**src/rtl/extint_pkg.sv**
```systemverilog
package extint_pkg;
  typedef enum logic [1:0] {
    TRIG_LVL_LO = 2'b00,
    TRIG_LVL_HI = 2'b01,
    TRIG_FALL   = 2'b10,
    TRIG_RISE   = 2'b11
  } trig_e;

  localparam int REQ_BIT = 4;
  localparam int DET_BIT = 0;
  localparam int EN_BIT  = 0;
  localparam int PRIO_LSB = 4;
endpackage

```
**src/rtl/extint_sync.sv**
```systemverilog
module extint_sync #(
  parameter int W = 6
) (
  input  logic         clk,
  input  logic         rst,
  input  logic [W-1:0] pin_in,
  output logic [W-1:0] pin_now,
  output logic [W-1:0] pin_prev
);
  logic [W-1:0] s1_q, s2_q, s3_q;

  // Reset to the idle-high state so released pins raise no event.
  always_ff @(posedge clk) begin
    if (rst) begin
      s1_q <= '1;
      s2_q <= '1;
      s3_q <= '1;
    end else begin
      s1_q <= pin_in;
      s2_q <= s1_q;
      s3_q <= s2_q;
    end
  end

  assign pin_now  = s2_q;
  assign pin_prev = s3_q;
endmodule

```
**src/rtl/extint_chan.sv**
```systemverilog
module extint_chan
  import extint_pkg::*;
#(
  parameter int PRIO_W = 3
) (
  input  logic              clk,
  input  logic              rst,
  input  logic              pin_now,
  input  logic              pin_prev,
  input  logic [1:0]        trig,
  input  logic              wr_lo,
  input  logic              wr_hi,
  input  logic [7:0]        wdata,
  output logic              req_q,
  output logic              det_q,
  output logic              en_q,
  output logic [PRIO_W-1:0] prio_q
);
  trig_e mode;
  logic  is_level, lvl_act, edge_hit, changed, clr_req, clr_det;

  always_comb begin
    mode     = trig_e'(trig);
    is_level = (mode == TRIG_LVL_LO) || (mode == TRIG_LVL_HI);
    lvl_act  = (mode == TRIG_LVL_HI) ? pin_now : ~pin_now;
    changed  = pin_now ^ pin_prev;
    case (mode)
      TRIG_FALL: edge_hit = pin_prev & ~pin_now;
      TRIG_RISE: edge_hit = ~pin_prev & pin_now;
      default:   edge_hit = 1'b0;
    endcase
    clr_req = wr_lo & ~wdata[REQ_BIT];
    clr_det = wr_lo & ~wdata[DET_BIT];
  end

  always_ff @(posedge clk) begin
    if (rst) begin
      req_q  <= 1'b0;
      det_q  <= 1'b0;
      en_q   <= 1'b0;
      prio_q <= '0;
    end else begin
      if (is_level)       req_q <= lvl_act;
      else if (edge_hit)  req_q <= 1'b1;
      else if (clr_req)   req_q <= 1'b0;

      if (changed)        det_q <= 1'b1;
      else if (clr_det)   det_q <= 1'b0;

      if (wr_hi) begin
        en_q   <= wdata[EN_BIT];
        prio_q <= wdata[PRIO_LSB +: PRIO_W];
      end
    end
  end

  // a latched edge request survives until cleared or the mode turns level
  p_edge_hold_r4: assert property (@(posedge clk) disable iff (rst)
    (!is_level && req_q && !clr_req) |=> (req_q || (trig[1] == 1'b0)));

  // a pin change always leaves the detect flag set
  p_det_on_change_r6: assert property (@(posedge clk) disable iff (rst)
    changed |=> det_q);
endmodule

```
**src/rtl/extint_arb.sv**
```systemverilog
module extint_arb #(
  parameter int N      = 6,
  parameter int PRIO_W = 3,
  parameter int ID_W   = 3
) (
  input  logic [N-1:0]             act,
  input  logic [N-1:0][PRIO_W-1:0] prio,
  output logic                     any,
  output logic [PRIO_W-1:0]        win_lvl,
  output logic [ID_W-1:0]          win_id
);
  always_comb begin
    any     = 1'b0;
    win_lvl = '0;
    win_id  = '0;
    // Strict compare, ascending index: ties keep the lower source.
    for (int i = 0; i < N; i++) begin
      if (act[i] && (prio[i] > win_lvl)) begin
        any     = 1'b1;
        win_lvl = prio[i];
        win_id  = ID_W'(i);
      end
    end
  end

  // the winner number always names an existing source
  always_comb begin
    p_id_range_r8: assert (int'(win_id) < N);
  end
endmodule

```
**src/rtl/extint_ctrl.sv**
```systemverilog
module extint_ctrl
  import extint_pkg::*;
#(
  parameter int NUM_SRC   = 6,
  parameter int PRIO_W    = 3,
  parameter int ADDR_W    = 16,
  parameter int MODE_ADDR = 'hFCF8,
  parameter int CTRL_BASE = 'hFC48
) (
  input  logic                       clk,
  input  logic                       rst,
  input  logic [NUM_SRC-1:0]         ext_pin,
  input  logic [ADDR_W-1:0]          bus_addr,
  input  logic                       bus_wr,
  input  logic [7:0]                 bus_wdata,
  output logic [7:0]                 bus_rdata,
  output logic                       irq_req,
  output logic [PRIO_W-1:0]          irq_level,
  output logic [$clog2(NUM_SRC)-1:0] irq_id
);
  localparam int ID_W      = $clog2(NUM_SRC);
  localparam int MODE_BITS = 2 * NUM_SRC;
  localparam logic [ADDR_W-1:0] M_LO = ADDR_W'(MODE_ADDR);
  localparam logic [ADDR_W-1:0] M_HI = ADDR_W'(MODE_ADDR + 1);

  logic [NUM_SRC-1:0]             pin_now, pin_prev;
  logic [MODE_BITS-1:0]           mode_q;
  logic [15:0]                    mode16;
  logic [NUM_SRC-1:0]             req, det, en, act, sel_lo, sel_hi;
  logic [NUM_SRC-1:0][PRIO_W-1:0] prio;
  logic                           any;
  logic [PRIO_W-1:0]              win_lvl;
  logic [ID_W-1:0]                win_id;
  logic [7:0]                     rd_mux;

  extint_sync #(.W(NUM_SRC)) u_sync (
    .clk(clk), .rst(rst), .pin_in(ext_pin),
    .pin_now(pin_now), .pin_prev(pin_prev)
  );

  // Mode register, bits above MODE_BITS do not exist.
  always_ff @(posedge clk) begin
    if (rst) begin
      mode_q <= '0;
    end else if (bus_wr) begin
      for (int b = 0; b < MODE_BITS; b++) begin
        if (b < 8 && bus_addr == M_LO) mode_q[b] <= bus_wdata[b % 8];
        if (b >= 8 && bus_addr == M_HI) mode_q[b] <= bus_wdata[b % 8];
      end
    end
  end
  assign mode16 = 16'(mode_q);

  for (genvar i = 0; i < NUM_SRC; i++) begin : g_src
    localparam logic [ADDR_W-1:0] A_LO = ADDR_W'(CTRL_BASE + 2 * i);
    localparam logic [ADDR_W-1:0] A_HI = ADDR_W'(CTRL_BASE + 2 * i + 1);
    assign sel_lo[i] = (bus_addr == A_LO);
    assign sel_hi[i] = (bus_addr == A_HI);

    extint_chan #(.PRIO_W(PRIO_W)) u_chan (
      .clk(clk), .rst(rst),
      .pin_now(pin_now[i]), .pin_prev(pin_prev[i]),
      .trig(mode_q[2*i +: 2]),
      .wr_lo(bus_wr & sel_lo[i]), .wr_hi(bus_wr & sel_hi[i]),
      .wdata(bus_wdata),
      .req_q(req[i]), .det_q(det[i]), .en_q(en[i]), .prio_q(prio[i])
    );
    assign act[i] = req[i] & en[i] & (prio[i] != '0);
  end

  extint_arb #(.N(NUM_SRC), .PRIO_W(PRIO_W), .ID_W(ID_W)) u_arb (
    .act(act), .prio(prio), .any(any), .win_lvl(win_lvl), .win_id(win_id)
  );

  always_comb begin
    rd_mux = 8'h00;
    if (bus_addr == M_LO) rd_mux = mode16[7:0];
    if (bus_addr == M_HI) rd_mux = mode16[15:8];
    for (int i = 0; i < NUM_SRC; i++) begin
      if (sel_lo[i]) begin
        rd_mux          = 8'h00;
        rd_mux[REQ_BIT] = req[i];
        rd_mux[DET_BIT] = det[i];
      end
      if (sel_hi[i]) begin
        rd_mux                        = 8'h00;
        rd_mux[EN_BIT]                = en[i];
        rd_mux[PRIO_LSB +: PRIO_W]    = prio[i];
      end
    end
  end

  always_ff @(posedge clk) begin
    if (rst) begin
      bus_rdata <= 8'h00;
      irq_req   <= 1'b0;
      irq_level <= '0;
      irq_id    <= '0;
    end else begin
      bus_rdata <= rd_mux;
      irq_req   <= any;
      irq_level <= win_lvl;
      irq_id    <= win_id;
    end
  end

  // a request to the core never carries the masked level
  p_req_level_r7: assert property (@(posedge clk) disable iff (rst)
    irq_req |-> (irq_level != '0));

  // idle outputs are zero
  p_idle_zero_r8: assert property (@(posedge clk) disable iff (rst)
    !irq_req |-> (irq_level == '0 && irq_id == '0));

  // unused top bits of the mode register read back as zero
  p_mode_hi_zero_r2: assert property (@(posedge clk) disable iff (rst)
    ($past(bus_addr) == M_HI) |-> (bus_rdata[7:4] == 4'h0));
endmodule

```
**config.mk**
```make
export PLATFORM = sky130hd
export DESIGN_NAME = extint_ctrl
export DESIGN_NICKNAME = d
export VERILOG_FILES = /design/src/rtl/extint_pkg.sv /design/src/rtl/extint_sync.sv /design/src/rtl/extint_chan.sv /design/src/rtl/extint_arb.sv /design/src/rtl/extint_ctrl.sv
export SDC_FILE = /design/constraint.sdc
export NUM_CORES = 1
export LEC_CHECK = 0
export BUFFER_PORTS_ARGS = -buffer_cell sky130_fd_sc_hd__buf_2
export CORE_MARGIN = 2
export CORE_UTILIZATION = 39
export CTS_BUF_LIST = sky130_fd_sc_hd__clkbuf_4 sky130_fd_sc_hd__clkbuf_8 sky130_fd_sc_hd__clkbuf_16
export DETAILED_ROUTE_END_ITERATION = 6
export PLACE_DENSITY = 0.69
export SETUP_SLACK_MARGIN = 0.15
export SYNTH_ARGS = -nofsm -noshare
export SYNTH_HDL_FRONTEND = slang
export SYNTH_SLANG_ARGS = --single-unit
```
**constraint.sdc**
```tcl
create_clock -name clk -period 7.4 [get_ports clk]
set_clock_uncertainty 0.1 [all_clocks]
set_input_delay 0.74 -clock clk [delete_from_list [all_inputs] [get_ports clk]]
set_output_delay 0.74 -clock clk [all_outputs]
set_load 0.01 [all_outputs]
```
* After elaboration in Yosys (flattened, before gate mapping)
Cells that the tools add are included.
** Cells by class
- Order comparisons :: 6
- Equal/unequal tests :: 32
- Mux-type cells :: 73
- Bitwise logic cells :: 69
- Reductions and logical operators :: 41
** Operators by type and width (number)
- 16-bit == test, second input constant :: 14
- 7-bit two-way mux :: 14
- 1-bit bitwise AND :: 48
- 1-bit two-way mux :: 43
- 3-bit nonzero test :: 12
- 2-bit == test, second input constant :: 12
- 3-bit two-way mux :: 8
- 3-bit greater-than comparator :: 5
- 1-bit inverter :: 15
- 15-bit OR reduction :: 1
- 13-bit OR reduction :: 1
- 2-bit by 1-bit == test with 1-bit output, second input constant :: 6
- 2-bit logical NOT :: 6
- 1-bit case mux with 2 select lines :: 6
- 2-bit nonzero test :: 6
- 1-bit logical AND :: 6
- 1-bit logical OR :: 6
- 1-bit bitwise XOR :: 6
- 2-bit two-way mux :: 2
- 2-bit AND reduction :: 2
- 3-bit by 1-bit greater-than comparator with 1-bit output, second input constant :: 1
- 3-bit OR reduction :: 1
** Storage, ports and cells
- Register bits after elaboration :: 81
- Input port bits :: 33
- Output and inout bits :: 15
- Word-level logic and storage cells :: 257

* Logic depth before layout (Yosys ltp)
- Word-level depth :: 19
- Depth in mapped cells :: 34

* By module
From an unflattened synthesis, not the netlist that was laid out.
** Second synthesis, totals
- Cell total of the unflattened synthesis :: 503
- Area total of the unflattened synthesis :: 4379.2 µm²
** By module, submodules not included
- extint_ctrl :: times used 1, cells an instance 215, area an instance 1681.6 µm², seq. area each 540.5 µm²
- extint_chan :: times used 6, cells an instance 27, area an instance 262.8 µm², seq. area each 120.1 µm²
- extint_arb :: times used 1, cells an instance 89, area an instance 636.9 µm², seq. area each 0.0 µm²
- extint_sync :: times used 1, cells an instance 37, area an instance 484.2 µm², seq. area each 360.3 µm²

* Worst setup path after synthesis
OpenSTA, ideal clock, no wires.
- Path kind :: register to register
- From :: reg g_src[0].u_chan.en_q
- To :: reg irq_level[0]
- Setup time :: 88 ps
- Arrival :: 6667 ps
- Data required time :: 7212 ps
- Setup slack :: 545 ps
- Stages on the path, launching flop included :: 34
- Buffers on the path :: 0
- Cell sequence :: dfxtp_1 and3_1 inv_1 ha_1 a21oi_1 o21ai_0 nand2_1 mux2_2 ha_1 nor2_1 a221oi_1 or3_1 a22o_2 mux2_2 ha_1 nor2_1 o2111ai_1 a311oi_1 o21ai_0 nand2_1 ha_1 nor2b_1 o21ai_0 inv_1 o21ai_1 nor2_1 a21o_1 ha_1 nor2b_1 o21ai_0 inv_1 o21ai_0 o21ai_0 a311oi_2
** On the way
- Word-level cells in the longest chain between the ends :: 19
** RTL lines
- start: declaration :: RTL line extint_chan.sv:16 : output logic en_q,
- start signal: assignment :: RTL line extint_chan.sv:51 : en_q <= wdata[EN_BIT];
- 1-bit bitwise AND * (2 in series) :: RTL line extint_ctrl.sv:68 : assign act[i] = req[i] & en[i] & (prio[i] != '0);
- 1-bit logical AND * :: RTL line extint_arb.sv:18 : if (act[i] && (prio[i] > win_lvl)) begin
- 3-bit two-way mux * :: RTL line extint_arb.sv:18
- 3-bit greater-than comparator :: RTL line extint_arb.sv:18
- 1-bit logical AND :: RTL line extint_arb.sv:18
- 3-bit two-way mux * :: RTL line extint_arb.sv:18
- 3-bit greater-than comparator :: RTL line extint_arb.sv:18
- 1-bit logical AND :: RTL line extint_arb.sv:18
- (+2 left out)
- 1-bit logical AND :: RTL line extint_arb.sv:18
- 3-bit two-way mux * :: RTL line extint_arb.sv:18
- 3-bit greater-than comparator :: RTL line extint_arb.sv:18
- 1-bit logical AND :: RTL line extint_arb.sv:18
- 3-bit two-way mux * :: RTL line extint_arb.sv:18
- 3-bit greater-than comparator :: RTL line extint_arb.sv:18
- 1-bit logical AND :: RTL line extint_arb.sv:18
- 3-bit two-way mux * :: RTL line extint_arb.sv:18
- end signal: assignment :: RTL line extint_ctrl.sv:102 : irq_level <= win_lvl;
- end: declaration :: RTL line extint_ctrl.sv:18 : output logic [PRIO_W-1:0] irq_level,
Mark *: on every way between the ends. The rest lies on a longest branch, timed or not.
A chain may end at the register's enable or synchronous reset.

* Final worst setup path
- From :: reg g_src[0].u_chan.req_q
- To :: reg irq_req
** On the way
- Word-level cells in the longest chain between the ends :: 19
- Elaborated cells between the ends (all ways) :: 24
- Classes of those cells :: order compare: 5; mux: 11; bitwise: 2; reduce/logical: 6
** RTL lines
- start: declaration :: RTL line extint_chan.sv:14 : output logic req_q,
- start signal: assignment :: RTL line extint_chan.sv:43 : if (is_level) req_q <= lvl_act;
- 1-bit bitwise AND * (2 in series) :: RTL line extint_ctrl.sv:68
- 1-bit logical AND * :: RTL line extint_arb.sv:18
- 3-bit two-way mux :: RTL line extint_arb.sv:18
- 3-bit greater-than comparator :: RTL line extint_arb.sv:18
- 1-bit logical AND :: RTL line extint_arb.sv:18
- 3-bit two-way mux :: RTL line extint_arb.sv:18
- 3-bit greater-than comparator :: RTL line extint_arb.sv:18
- 1-bit logical AND :: RTL line extint_arb.sv:18
- (+2 left out)
- 1-bit logical AND :: RTL line extint_arb.sv:18
- 3-bit two-way mux :: RTL line extint_arb.sv:18
- 3-bit greater-than comparator :: RTL line extint_arb.sv:18
- 1-bit logical AND :: RTL line extint_arb.sv:18
- 3-bit two-way mux :: RTL line extint_arb.sv:18
- 3-bit greater-than comparator :: RTL line extint_arb.sv:18
- 1-bit logical AND :: RTL line extint_arb.sv:18
- 1-bit two-way mux * :: RTL line extint_arb.sv:18
- end signal: assignment :: RTL line extint_ctrl.sv:101 : irq_req <= any;
- end: declaration :: RTL line extint_ctrl.sv:17 : output logic irq_req,
Marked as above.

==> results.py <==
metrics = {
    "logic_synthesis": {
        "syn_avg_cell_area_um2": 8.50,
        "ys_types": 64,
        "syn_area_mm2": 0.00425,
        "ys_seq_area_share_pct": 38.2,
        "synthFlopType": "dfxtp_1",
        "synth_edf_count": 0,
        "yosys_warnings": 0,
        "ys_async_sr_fraction_pct": 0,
        "synth_seq_cells": 81,
        "synth.net_count": 556,
        "synth_cells": 500,
    },
    "grt": {
        "grt_util_met1_pct": 22.9,
        "grt_use_total_pct": 19.1,
        "grt.busiest_layer": "met2",
        "gr-total-overflow": 0,
        "first_global_vias": 3620,
        "grt_pass1_wl_um": 17700,
        "met2_usage_pct": 33.9,
        "grt_start_max_net_pins": 80,
        "grt_use_met3_pct": 4.58,
        "antenna_found_initial": 0,
    },
    "timing": {
        "tightest_slew_ns": 1.04,
        "fmax_mhz": 148,
        "setup_violations": 0,
        "slew_headroom_pct": 30.1,
        "hold_viol_final": 0,
        "rsz0062_at_grt": "no",
        "min_period_ns": 6.75,
        "slew_violations": 0,
        "period_share_pct": 91.2,
        "tns_ns": 0,
    },
    "detailed_routing": {
        "drt-wirelength-per-cell_um": 15.8,
        "drc": 0,
        "dr.pass1.iters": 6,
        "drtIter0Drc": 321,
        "viasPerCell": 5.63,
        "postRouteAntennaNets": 0,
        "vias": 3834,
        "routed_wirelength_um": 10800,
    },
    "clocking": {
        "cts-root-buf": "clkbuf_8",
        "path_clk_slew_ns": 0.09,
        "cts_tree": "built",
        "cts_buffers": 9,
        "insertion_delay_ns": 0.36,
        "cts_num_sinks": 81,
        "cts_hold_buf": 0,
        "clock_path_buffers": 2,
        "cts-htree-levels": 3,
    },
    "critical_path": {
        "critPathMaxStageDelay_ns": 0.39,
        "worst_ep_arrival_time_ns": 6.86,
        "cpMostUsedCell": "ha_1",
        "reg2reg_slack_ns": 0.65,
        "r2r_end": "irq_req",
        "rr_startpoint": "g_src[0].u_chan.req_q",
        "slowest_stage": "dfxtp_2",
        "worstSetupPathType": "reg -> reg",
        "start_kind": "register",
        "crit_family": "simple AND/OR/NAND/NOR gates",
        "end_kind": "register",
        "cp-startpoint": "g_src[0].u_chan.req_q",
        "path_buf_inv": 3,
        "cp_max_fo": 7,
        "cp_data_required_time_ns": 7.52,
        "reg2reg_depth": 32,
    },
    "cells_and_area": {
        "layout_commonest_cell": "dfxtp_1",
        "drive_gt1_share_pct": 21.4,
        "final_cell_mix": "dfxtp_1, nor2_1, buf_2",
        "area_growth_pct": 14.2,
        "postLayoutCoreUtil_pct": 45.1,
        "finalNetCount": 592,
        "num_antenna_cells": 0,
    },
    "power": {
        "swShare_pct": 25.0,
        "seq_power_share_pct": 53.6,
        "comb_power_share_pct": 5.9,
        "p_per_area_mw_per_mm2": 172,
        "pwr-share-clk_pct": 40.5,
        "p_leak_nw": 1.95,
        "p_switching_mw": 0.209,
        "max-vdd-ir-drop_mv": 0.109,
        "p_int_mw": 0.626,
    },
    "floorplanning": {
        "die_area_mm2": 0.0117,
        "ios": 48,
        "initial_core_util_pct": 39.5,
        "rows": 38,
        "die_h_um": 108,
        "dieWidth_um": 108,
        "coreArea_mm2": 0.0107,
    },
    "hold_path": {
        "whs_path_depth": 1,
        "min_from": "u_sync.s1_q[2]",
        "min_to": "u_sync.pin_now[2]",
        "worstHoldPathType": "reg -> reg",
    },
    "place": {
        "place.gp.congestion": 0.912,
        "dp_hpwl_um": 7830,
        "portBuffers": 47,
    },
    "status": {
        "status": "complete, no violations",
    },
    "run": {
        "drv_cap": 0,
    },
}
==> registers in the layout, indices dropped and copies added (netlist names) <==
register / flops
u_sync.s1_q: 6
irq_req: 1
g_src.u_chan.det_q: 6
g_src.u_chan.req_q: 6
g_src.u_chan.prio_q: 18
u_sync.pin_now: 6
bus_rdata: 8
u_sync.pin_prev: 6
irq_level: 3
mode_q: 12
g_src.u_chan.en_q: 6
irq_id: 3
==> synthesized netlist by cell type (all sizes together), types with 3 or more instances <==
| cell type | instances | share of area [%] |
|---|---|---|
| a21oi | 35 | 4.1 |
| nor3 | 8 | 0.94 |
| and3 | 9 | 1.3 |
| xnor2 | 3 | 0.62 |
| nor2 | 58 | 5.1 |
| a22oi | 4 | 0.71 |
| nand2b | 5 | 0.74 |
| clkbuf | 24 | 2.1 |
| a32oi | 3 | 0.62 |
| or2 | 20 | 2.9 |
| mux2i | 28 | 6.6 |
| a311oi | 5 | 1.2 |
| a31oi | 5 | 0.74 |
| inv | 24 | 2.1 |
| a2111oi | 3 | 0.77 |
| nand3 | 28 | 3.4 |
| o311ai | 5 | 1.0 |
| nor2b | 6 | 0.88 |
| a211oi | 5 | 0.88 |
| mux2 | 3 | 0.80 |
| or3 | 4 | 0.59 |
| o31ai | 3 | 0.85 |
| nand2 | 36 | 3.2 |
| ha | 23 | 6.8 |
| o21ai | 28 | 3.3 |
| o21a | 3 | 0.71 |
| nand4 | 3 | 0.44 |
| dfxtp | 81 | 38 |
==> worst max path at each step <==
stage | end | slack [ns] | cells after the start
finish | irq_req | 0.65 | 32
global route | irq_req | 0.18 | 34
CTS | irq_req | 0.17 | 32
detailed placement | irq_level[0] | 0.06 | 31
floorplan | irq_level[0] | 0.55 | 33
global placement | irq_level[0] | 0.36 | 31
==> logic make-up after synthesis <==
| kind of cell | after synthesis | share of synthesized area, % |
|---|---|---|
| and+or+nand+nor | 192 | 22.8 |
| AOI/OAI and AO/OA | 117 | 18.5 |
| DFF | 81 | 38.2 |
| buffers and inverters | 51 | 4.71 |
| muxes | 33 | 8.45 |
| adders and majority gates | 23 | 6.77 |
| xor gates and xnor gates | 3 | 0.619 |
==> final cells by class <==
type | count | area, µm²
Fill cell | 1067 | 5900
Inverter | 25 | 93.8
Clock buffer | 10 | 131
Sequential cell | 81 | 1630
Timing Repair Buffer | 51 | 265
Multi-Input combinational cell | 368 | 2480
Tap cell | 140 | 175
Clock inverter | 6 | 75.1
==> metrics by stage <==
stage	setup WS (ns)	cells	hold slack (ns)	cell area, µm²	total power [mW]
floorplan	0.545	500	0.289	4250	0.488
finish	0.653	681	0.315	4850	0.835
global placement	0.363	664	0.293	4580	0.505
CTS	0.175	680	0.316	4790	0.844
global route	0.176	681	0.332	4850	0.869
detailed placement	0.0577	664	0.294	4580	0.507
==> power by group through the flow <==
stage | sequential [mW] | combinational (mW) | clock [mW]
final | 0.448 | 0.0496 | 0.338
after global routing | 0.448 | 0.0548 | 0.366
after CTS | 0.447 | 0.0493 | 0.348
after detailed placement | 0.458 | 0.0490 | 0
after global placement | 0.457 | 0.0479 | 0
after floorplan | 0.456 | 0.0317 | 0
==> what timing repair did <==
item	in CTS	in global routing
resized for setup	2	17
setup buffers	0	1
setup endpoints to repair	3	7
gates cloned	0	0
pin swaps	0	2
==> per-layer routing <==
metal | wire (µm) | up-vias | share of wire, %
met5 | 0 | - | 0
met4 | 214 | 0 | 2.0
met3 | 695 | 27 | 6.4
met2 | 5390 | 131 | 50
met1 | 4480 | 1819 | 42
li1 | - | 1857 | -
No activity file was read; power rests on OpenSTA's default activity.
